$ cat src/rtl/flash_seq_pkg.sv
package flash_seq_pkg;
  typedef enum logic [1:0] {
    OP_PROG = 2'd0,
    OP_SECT = 2'd1,
    OP_CHIP = 2'd2
  } fop_e;

  typedef enum logic [2:0] {
    ST_IDLE,
    ST_WR,
    ST_WGAP,
    ST_WAIT,
    ST_PRD,
    ST_PCAP,
    ST_VRD,
    ST_VCAP
  } fst_e;

  localparam logic [7:0] ERASED_BYTE = 8'hFF;
  localparam int unsigned TOGGLE_BIT = 6;
endpackage

$ cat src/rtl/flash_seq_cmd.sv
module flash_seq_cmd
  import flash_seq_pkg::*;
#(
  parameter int AW     = 19,
  parameter int UNLK_A = 'h5555,
  parameter int UNLK_B = 'h2AAA
) (
  input  fop_e          op,
  input  logic [2:0]    step,
  input  logic [AW-1:0] tgt_addr,
  input  logic [7:0]    tgt_data,
  output logic [AW-1:0] cmd_addr,
  output logic [7:0]    cmd_data,
  output logic          cmd_last
);
  localparam logic [AW-1:0] ADR_A = AW'(UNLK_A);
  localparam logic [AW-1:0] ADR_B = AW'(UNLK_B);

  logic is_prog;
  assign is_prog  = (op == OP_PROG);
  assign cmd_last = is_prog ? (step == 3'd3) : (step == 3'd5);

  always_comb begin
    cmd_addr = ADR_A;
    cmd_data = 8'hAA;
    case (step)
      3'd0: begin cmd_addr = ADR_A; cmd_data = 8'hAA; end
      3'd1: begin cmd_addr = ADR_B; cmd_data = 8'h55; end
      3'd2: begin cmd_addr = ADR_A; cmd_data = is_prog ? 8'hA0 : 8'h80; end
      3'd3: begin
        cmd_addr = is_prog ? tgt_addr : ADR_A;
        cmd_data = is_prog ? tgt_data : 8'hAA;
      end
      3'd4: begin cmd_addr = ADR_B; cmd_data = 8'h55; end
      3'd5: begin
        cmd_addr = (op == OP_SECT) ? tgt_addr : ADR_A;
        cmd_data = (op == OP_SECT) ? 8'h30 : 8'h10;
      end
      default: begin cmd_addr = ADR_A; cmd_data = 8'hAA; end
    endcase
  end
endmodule

$ cat src/rtl/flash_seq_timer.sv
module flash_seq_timer #(
  parameter int W = 8
) (
  input  logic         clk,
  input  logic         rst_n,
  input  logic         load,
  input  logic [W-1:0] limit,
  output logic         expired
);
  logic [W-1:0] cnt;

  always_ff @(posedge clk) begin
    if (!rst_n)          cnt <= '0;
    else if (load)       cnt <= limit;
    else if (cnt != '0)  cnt <= cnt - 1'b1;
  end

  assign expired = (cnt == '0);


  load_arms_chk: assert property (@(posedge clk) disable iff (!rst_n)
    (load && limit != '0) |=> !expired);
endmodule

$ cat src/rtl/flash_prog_seq.sv
module flash_prog_seq
  import flash_seq_pkg::*;
#(
  parameter int AW        = 19,
  parameter int UNLK_A    = 'h5555,
  parameter int UNLK_B    = 'h2AAA,
  parameter int CONFIRM   = 2,
  parameter int TMO_PROG  = 1500,
  parameter int TMO_SECT  = 1_500_000,
  parameter int TMO_CHIP  = 6_000_000,
  parameter int WAIT_PROG = 1000,
  parameter int WAIT_SECT = 1_250_000,
  parameter int WAIT_CHIP = 5_000_000
) (
  input  logic          clk,
  input  logic          rst_n,
  input  logic          req_valid,
  output logic          req_ready,
  input  logic [1:0]    req_op,
  input  logic [AW-1:0] req_addr,
  input  logic [7:0]    req_data,
  input  logic          req_fixed_wait,
  output logic          bus_wr,
  output logic          bus_rd,
  output logic [AW-1:0] bus_addr,
  output logic [7:0]    bus_wdata,
  input  logic [7:0]    bus_rdata,
  output logic          done,
  output logic          err_timeout,
  output logic          err_verify
);
  localparam int MATCH_NEED = CONFIRM + 1;
  localparam int MC_W  = $clog2(MATCH_NEED + 1);
  localparam int MAX_T = (TMO_PROG > TMO_SECT) ? ((TMO_PROG > TMO_CHIP) ? TMO_PROG : TMO_CHIP)
                                               : ((TMO_SECT > TMO_CHIP) ? TMO_SECT : TMO_CHIP);
  localparam int MAX_W = (WAIT_PROG > WAIT_SECT) ? ((WAIT_PROG > WAIT_CHIP) ? WAIT_PROG : WAIT_CHIP)
                                                 : ((WAIT_SECT > WAIT_CHIP) ? WAIT_SECT : WAIT_CHIP);
  localparam int MAX_L = (MAX_T > MAX_W) ? MAX_T : MAX_W;
  localparam int TW    = $clog2(MAX_L + 1);

  fst_e          st;
  fop_e          op_q, op_in;
  logic [AW-1:0] addr_q;
  logic [7:0]    data_q;
  logic          fixed_q;
  logic [2:0]    step;
  logic          prev_tog, have_prev;
  logic [MC_W-1:0] mcnt;
  logic          done_q, tmo_q, verr_q;
  logic [AW-1:0] cmd_addr;
  logic [7:0]    cmd_data;
  logic          cmd_last;
  logic          tmr_load, tmr_exp;
  logic [TW-1:0] tmr_limit;
  logic [7:0]    expect_byte;
  logic          tog_now;

  always_comb begin
    case (req_op)
      2'd0:    op_in = OP_PROG;
      2'd1:    op_in = OP_SECT;
      default: op_in = OP_CHIP;
    endcase
  end

  always_comb begin
    case (op_q)
      OP_PROG: tmr_limit = fixed_q ? TW'(WAIT_PROG) : TW'(TMO_PROG);
      OP_SECT: tmr_limit = fixed_q ? TW'(WAIT_SECT) : TW'(TMO_SECT);
      default: tmr_limit = fixed_q ? TW'(WAIT_CHIP) : TW'(TMO_CHIP);
    endcase
  end

  flash_seq_cmd #(.AW(AW), .UNLK_A(UNLK_A), .UNLK_B(UNLK_B)) u_cmd (
    .op(op_q), .step(step), .tgt_addr(addr_q), .tgt_data(data_q),
    .cmd_addr(cmd_addr), .cmd_data(cmd_data), .cmd_last(cmd_last)
  );

  assign tmr_load = (st == ST_WGAP) && cmd_last;

  flash_seq_timer #(.W(TW)) u_tmr (
    .clk(clk), .rst_n(rst_n), .load(tmr_load), .limit(tmr_limit), .expired(tmr_exp)
  );

  assign req_ready   = (st == ST_IDLE);
  assign bus_wr      = (st == ST_WR);
  assign bus_rd      = ((st == ST_PRD) && !tmr_exp) || (st == ST_VRD);
  assign bus_addr    = (st == ST_WR) ? cmd_addr : addr_q;
  assign bus_wdata   = (st == ST_WR) ? cmd_data : 8'h00;
  assign expect_byte = (op_q == OP_PROG) ? data_q : ERASED_BYTE;
  assign tog_now     = bus_rdata[TOGGLE_BIT];
  assign done        = done_q;
  assign err_timeout = tmo_q;
  assign err_verify  = verr_q;

  always_ff @(posedge clk) begin
    if (!rst_n) begin
      st <= ST_IDLE; op_q <= OP_PROG; addr_q <= '0; data_q <= '0; fixed_q <= 1'b0;
      step <= '0; prev_tog <= 1'b0; have_prev <= 1'b0; mcnt <= '0;
      done_q <= 1'b0; tmo_q <= 1'b0; verr_q <= 1'b0;
    end else begin
      done_q <= 1'b0;
      tmo_q  <= 1'b0;
      verr_q <= 1'b0;
      case (st)
        ST_IDLE: if (req_valid) begin
          op_q <= op_in; addr_q <= req_addr; data_q <= req_data;
          fixed_q <= req_fixed_wait; step <= '0; st <= ST_WR;
        end
        ST_WR: st <= ST_WGAP;
        ST_WGAP: begin
          if (cmd_last) begin
            have_prev <= 1'b0;
            mcnt      <= '0;
            st        <= fixed_q ? ST_WAIT : ST_PRD;
          end else begin
            step <= step + 3'd1;
            st   <= ST_WR;
          end
        end
        ST_WAIT: if (tmr_exp) st <= ST_VRD;
        ST_PRD: begin
          if (tmr_exp) begin
            done_q <= 1'b1; tmo_q <= 1'b1; st <= ST_IDLE;
          end else begin
            st <= ST_PCAP;
          end
        end
        ST_PCAP: begin
          have_prev <= 1'b1;
          prev_tog  <= tog_now;
          if (have_prev && (tog_now == prev_tog)) begin
            if (mcnt == MC_W'(MATCH_NEED - 1)) st <= ST_VRD;
            else begin mcnt <= mcnt + 1'b1; st <= ST_PRD; end
          end else begin
            mcnt <= '0;
            st   <= ST_PRD;
          end
        end
        ST_VRD: st <= ST_VCAP;
        ST_VCAP: begin
          done_q <= 1'b1;
          verr_q <= (bus_rdata != expect_byte);
          st     <= ST_IDLE;
        end
        default: st <= ST_IDLE;
      endcase
    end
  end


  single_strobe_chk: assert property (@(posedge clk) disable iff (!rst_n)
    !(bus_wr && bus_rd));

  strobe_gap_chk: assert property (@(posedge clk) disable iff (!rst_n)
    (bus_wr || bus_rd) |=> !(bus_wr || bus_rd));

  busy_ready_chk: assert property (@(posedge clk) disable iff (!rst_n)
    (req_valid && req_ready) |=> !req_ready);

  done_pulse_chk: assert property (@(posedge clk) disable iff (!rst_n)
    done |=> !done);

  tmo_with_done_chk: assert property (@(posedge clk) disable iff (!rst_n)
    err_timeout |-> (done && !err_verify));

  tmo_no_read_chk: assert property (@(posedge clk) disable iff (!rst_n)
    err_timeout |-> !$past(bus_rd));

  verr_with_done_chk: assert property (@(posedge clk) disable iff (!rst_n)
    err_verify |-> done);
endmodule

$ cat config.mk
export PLATFORM = sky130hd
export DESIGN_NAME = flash_prog_seq
export DESIGN_NICKNAME = d
export VERILOG_FILES = /design/src/rtl/flash_seq_pkg.sv /design/src/rtl/flash_seq_cmd.sv /design/src/rtl/flash_seq_timer.sv /design/src/rtl/flash_prog_seq.sv
export SDC_FILE = /design/constraint.sdc
export NUM_CORES = 1
export LEC_CHECK = 0
export BUFFER_PORTS_ARGS = -buffer_cell sky130_fd_sc_hd__buf_2
export CAP_MARGIN = 20
export CORE_MARGIN = 2
export CORE_UTILIZATION = 35
export DETAILED_ROUTE_END_ITERATION = 6
export HOLD_SLACK_MARGIN = 0.03
export SYNTH_ARGS = -nofsm -noshare
export SYNTH_HDL_FRONTEND = slang
export SYNTH_HIERARCHICAL = 1
export SYNTH_SLANG_ARGS = --single-unit
$ cat constraint.sdc
create_clock -name clk -period 5.8 [get_ports clk]
set_input_delay 0.29 -clock clk [delete_from_list [all_inputs] [get_ports clk]]
set_output_delay 0.29 -clock clk [all_outputs]
set_load 0.02 [all_outputs]
* After elaboration in Yosys (flattened, before gate mapping)
Cells that the tools add are included.
Cells by class: muxes and demuxes 37, $add $sub $neg 3, equal/unequal tests 22, reduce and logical (&&, ||, !) cells 21
Operators with widths (count):
- $mux W19 | 4
- $pmux W19 S3 | 1
- $mux W23 | 2
- $pmux W23 S2 | 1
- $pmux W8 S4 | 1
- $mux W3 | 8
- $mux W8 | 3
- $pmux W3 S8 | 1
- $logic_not A23 Y1 | 1
- $reduce_bool A23 Y1 | 1
- $sub A23 B1 Y23 const B | 1
- $mux W21 | 1
- $eq A3 B3 Y1 const B | 6
- $eq A3 B2 Y1 const B | 4
- $mux W6 | 2
- $mux W11 | 1
- $reduce_and A2 Y1 | 5
- $mux W2 | 4
- $ne A2 B2 Y1 const B | 4
- $ne A8 B8 Y1 | 1
- $pmux W2 S2 | 2
- $eq A3 B1 Y1 const B | 2
- $pmux W3 S2 | 1
- $reduce_and A3 Y1 | 2
- 15 further kinds | 24
Word-level totals: logic and storage cells 96, output and inout port bits 33, register bits 66, bits of input ports 41

* Logic depth before layout (Yosys ltp)
depth after elaboration 4, gate-level depth with buffers 11, mapped depth without buffers 9

* Modules after synthesis
The synthesis kept the hierarchy.
By module, submodules not included:
- flash_prog_seq | seq. area each 860.8 um^2, area each 2258.4 um^2, times used 1, cells each 288
- flash_seq_timer | seq. area each 460.4 um^2, area each 1290.0 um^2, times used 1, cells each 160
- flash_seq_cmd | seq. area each 0.0 um^2, area each 611.8 um^2, times used 1, cells each 99

* Least setup slack after synthesis
No wires, ideal clock.
path kind register -> register, start register op_q[1], end register u_tmr.cnt[16], path buffers 3, cell stages (with the launch flop) 12, setup time 0.131 ns, period minus slack after synthesis 2.244 ns, data arrival time 2.113 ns, required time 5.669 ns, setup slack 3.556 ns, cells stage by stage dfxtp_1 > buf_2 > or2_1 > nor3b_1 > o21a_1 > nand2_1 > nor3_1 > clkbuf_1 > inv_1 > clkbuf_1 > o21ai_0 > a21oi_1
Between the ends: longest elaborated chain between the ends 4, elaborated cells on any way between the ends 7, those cells by class eq/ne (1); mux (3); reduce/logical (3)
Ends and longest elaborated chain:
- start, declared | RTL line flash_prog_seq.sv:42 | fop_e op_q, op_in;
- start signal, assigned | RTL line flash_prog_seq.sv:107 | op_q <= op_in; addr_q <= req_addr; data_q <= req_data;
- $logic_not A2 Y1 * | RTL line flash_seq_cmd.sv:20 | assign is_prog = (op == OP_PROG);
- $mux W1 * | RTL line flash_seq_cmd.sv:21 | assign cmd_last = is_prog ? (step == 3'd3) : (step == 3'd5);
- net cmd_last | RTL line flash_prog_seq.sv:52 | logic cmd_last;
- $logic_and A1 B1 Y1 * | RTL line flash_prog_seq.sv:79 | assign tmr_load = (st == ST_WGAP) && cmd_last;
- net tmr_load | RTL line flash_prog_seq.sv:53 | logic tmr_load, tmr_exp;
- $mux W23 or $reduce_bool A2 Y1 (tied branches)
- end signal, assigned | RTL line flash_seq_timer.sv:14 | else if (load) cnt <= limit;
- end signal, assigned | RTL line flash_seq_timer.sv:15 | else if (cnt != '0) cnt <= cnt - 1'b1;
- end, declared | RTL line flash_seq_timer.sv:10 | logic [W-1:0] cnt;
The timed path passes the listed nets; every way through them passes the cells marked *. A chain may end at the register's enable or synchronous reset.

* Worst setup path after layout
start register u_tmr.cnt[0], end output port bus_rd
Between the ends: longest elaborated chain between the ends 4
Ends and longest elaborated chain:
- $logic_not A23 Y1 | RTL line flash_seq_timer.sv:18 | assign expired = (cnt == '0);
- net tmr_exp | RTL line flash_prog_seq.sv:53
- $logic_not A1 Y1 | RTL line flash_prog_seq.sv:87 | assign bus_rd = ((st == ST_PRD) && !tmr_exp) || (st == ST_VRD);
- $logic_and A1 B1 Y1 | RTL line flash_prog_seq.sv:87
- $logic_or A1 B1 Y1 | RTL line flash_prog_seq.sv:87
- end, declared | RTL line flash_prog_seq.sv:24 | output logic bus_rd,
The timed path passes the listed nets, and every way through them passes these cells.

==> results.ini <==
[yosys]
seq_area_frac_synth_pct=31.8
ys_async_sr_fraction_pct=0
synth_edf_count=0
ys_ff_latch=66
syn_area_sq_mm=0.00416
yosysWarnings=6
synth_area_leader_cell=dfxtp_1
yosys-top-cells-area=dfxtp_1, nand2_1, a21oi_1, mux2_2, nor2_1
synthFlopType=dfxtp_1
syn_inst=547
avgSynthCellArea_sq_um=7.61
ys_types=66
synth_top_area_share_pct=31.8

[die]
io_pins=74
die_area_sq_mm=0.0128
die_x_microns=113
core_region_area_sq_mm=0.0115
rows=39
die_h_microns=113
initial_utilization_pct=36.1

[final_layout]
seqCellArea_sq_mm=0.00132
multi_input_area_sq_mm=0.00256
syn2layout_area_growth_pct=17.1
nNetsFinal=642
final_util_pct=42.3
diodes=0
mostFrequentLayoutCells=nand2_1, buf_2, dfxtp_1, a21oi_1, nor2_1
final_common_cell=nand2_1
nFillCells=1193
drive_gt1_share_pct=21.1

[critical_path]
setup.worst_path.end_class=primary output
worstPathRequired_ns=5.51
crit_buf_inv=2
critPathMaxStageDelay_ns=0.40
criticalPathCategory=reg2out
cp_max_fo=7
critPathTopFamily=simple AND/OR/NAND/NOR gates
cp_slowest_cell=nand4_1
cp.arrival_ns=2.60
crit_chain=inv_1 -> ha_1 -> nor4b_2 -> nand4_1 -> nor2_1 -> nor2b_1 -> nor3_1 -> buf_2
critPathLaunchType=register

[sta]
period_minus_slack_ns=2.89
period_share_pct=49.8
maxSlewHeadroom_pct=29.2
final_max_slew_viol_count=0
fin_setup_tns_ns=0
tightest_slew_ns=1.06
rsz0062_at_grt=no
setup_viol=0
timing.fmax_ghz=0.346
final_hold_viol_count=0
fin_skew_ns=0.00735

[route]
drtIter0Drc=191
dr.pass1.iters=5
final_antenna_net_count=0
viasPerCell=5.35
wl_per_cell_microns=14.8
routed_wl_microns=11000
vias=3984
drc_errors=0

[power_and_ir_drop]
pwr-share-comb_pct=41.4
power.switching_uw=812
p_per_area_mw_per_mm2=419
leakage_uw=0.00198
ir_drop_uv=170
seqPwrFrac_pct=31.9
pwr-share-clk_pct=26.7
switching_share_pct=39.8
p_int_uw=1230

[clocking]
insertion_delay_ns=0.34
clk_pin_slew_ns=0.06
cts_root_buf=clkbuf_16
post-cts-setup-buffers=0
post_cts_resized=0
cts_sinks=66
cts_made_buffers=9
cts_hold_buffers=0
h-tree-depth=3
cts_tree=done
clockBufferDepth=2

[place]
gp_congestion=0.867
place_hpwl_microns=7880
io_buffers=73

[global_routing]
antenna_found_initial=0
grt_pass1_vias=3654
grt_max_degree=37
grt_use_total_pct=17.8
grt_first_pass_wirelength_microns=18300
grt_overflow=0

[min_path]
worstHoldPathType=in2reg

[outcome]
status=finished clean

[run]
drv_cap=0

final timing paths:
path | startpoint | to | slack [ns] | depth (start not counted)
worst max register to register | op_q[1]$_SDFFE_PN0P_ | u_tmr/cnt[7]$_SDFFE_PN0P_ | 3.17 | 10
worst min register to register | addr_q[15]$_SDFFE_PN0P_ | addr_q[15]$_SDFFE_PN0P_ | 0.46 | 2
worst max-delay path | u_tmr/cnt[0]$_SDFFE_PN0P_ | bus_rd | 2.91 | 8
worst min-delay path | req_addr[3] | addr_q[3]$_SDFFE_PN0P_ | 0.18 | 3
worst register-to-register path: cells and delay by family (launching register included):
family / cells / cell delay (ns)
compound gates: 2 / 0.53
flops: 1 / 0.31
simple gates: 5 / 0.76
buf+inv: 3 / 0.96
per-stage QoR:
step / instances / setup slack [ns] / hold WS [ns] / instance area, sq um / power (uW)
2_1_floorplan: 549 / 3.56 / 0.408 / 4170 / 1310
3_3_place_gp: 728 / 2.92 / 0.449 / 4530 / 1480
3_5_place_dp: 728 / 2.80 / 0.459 / 4530 / 1490
4_1_cts: 743 / 2.76 / 0.166 / 4830 / 2050
5_1_grt: 745 / 2.69 / 0.181 / 4870 / 2190
6_report: 745 / 2.91 / 0.179 / 4870 / 2040
registers in the layout (all words and copies together) (netlist names), 2 cells and up:
register and count:
mcnt 2, data_q 8, addr_q 19, step 3
u_tmr/cnt 23, op_q 2, st 3
layout make-up:
type	instances	share of cell area [%]
multi-input cells	419	52.6
flip-flops and latches	66	27.1
repair buffers	77	8.68
clock buffers	10	4.91
well taps	143	3.67
inverters	25	1.93
clock inverters	5	1.13
power groups by stage:
stage               combinational [uW]  sequential (uW)  clock (uW)
detailed placement                 831              660           0
finish                             844              650         545
CTS                                835              651         560
floorplan                          701              609           0
global route                       944              667         580
global placement                   824              655           0
logic make-up (layout without fill, tap and decap cells):
| group | count (synthesis) | after routing | synth area share, % |
|---|---|---|---|
| simple gates | 222 | 222 | 27.5 |
| buf+inv | 64 | 117 | 7.01 |
| compound gates | 149 | 149 | 22.6 |
| other cells | 1 | 3 | 0.0901 |
| xor+xnor | 20 | 20 | 4.21 |
| fa+ha+maj | 3 | 3 | 0.902 |
| flops | 66 | 66 | 31.8 |
| mux | 22 | 22 | 5.89 |
Yosys cell counts, types with 3 or more instances:
| cell type | count |
|---|---|
| a21boi_0 | 4 |
| a21oi_1 | 56 |
| a22oi_1 | 3 |
| a2bb2oi_1 | 8 |
| a31oi_1 | 12 |
| a32oi_1 | 3 |
| and2_1 | 17 |
| buf_2 | 14 |
| buf_6 | 4 |
| clkbuf_1 | 20 |
| dfxtp_1 | 66 |
| ha_1 | 3 |
| inv_1 | 21 |
| mux2_2 | 19 |
| nand2_1 | 79 |
| nand2b_1 | 3 |
| nand3_1 | 20 |
| nand4_1 | 6 |
| nor2_1 | 35 |
| nor2b_1 | 6 |
| nor3_1 | 8 |
| nor3b_1 | 3 |
| nor4_1 | 14 |
| o211ai_1 | 5 |
| o21ai_0 | 18 |
| o21ai_1 | 8 |
| o31ai_1 | 7 |
| o32ai_1 | 7 |
| or3_1 | 9 |
| xnor2_1 | 12 |
| xor2_1 | 8 |
per-layer routing:
layer  vias to the layer above  global-route usage, %  share of wire, %
met5                         -                      0                 0
met2                       113                   26.4                44
met1                      1810                   24.2                48
li1                       2052                      -                 -
met4                         0                   6.18               1.2
met3                         9                   6.00               6.5
(Power assumes the default switching activity.)
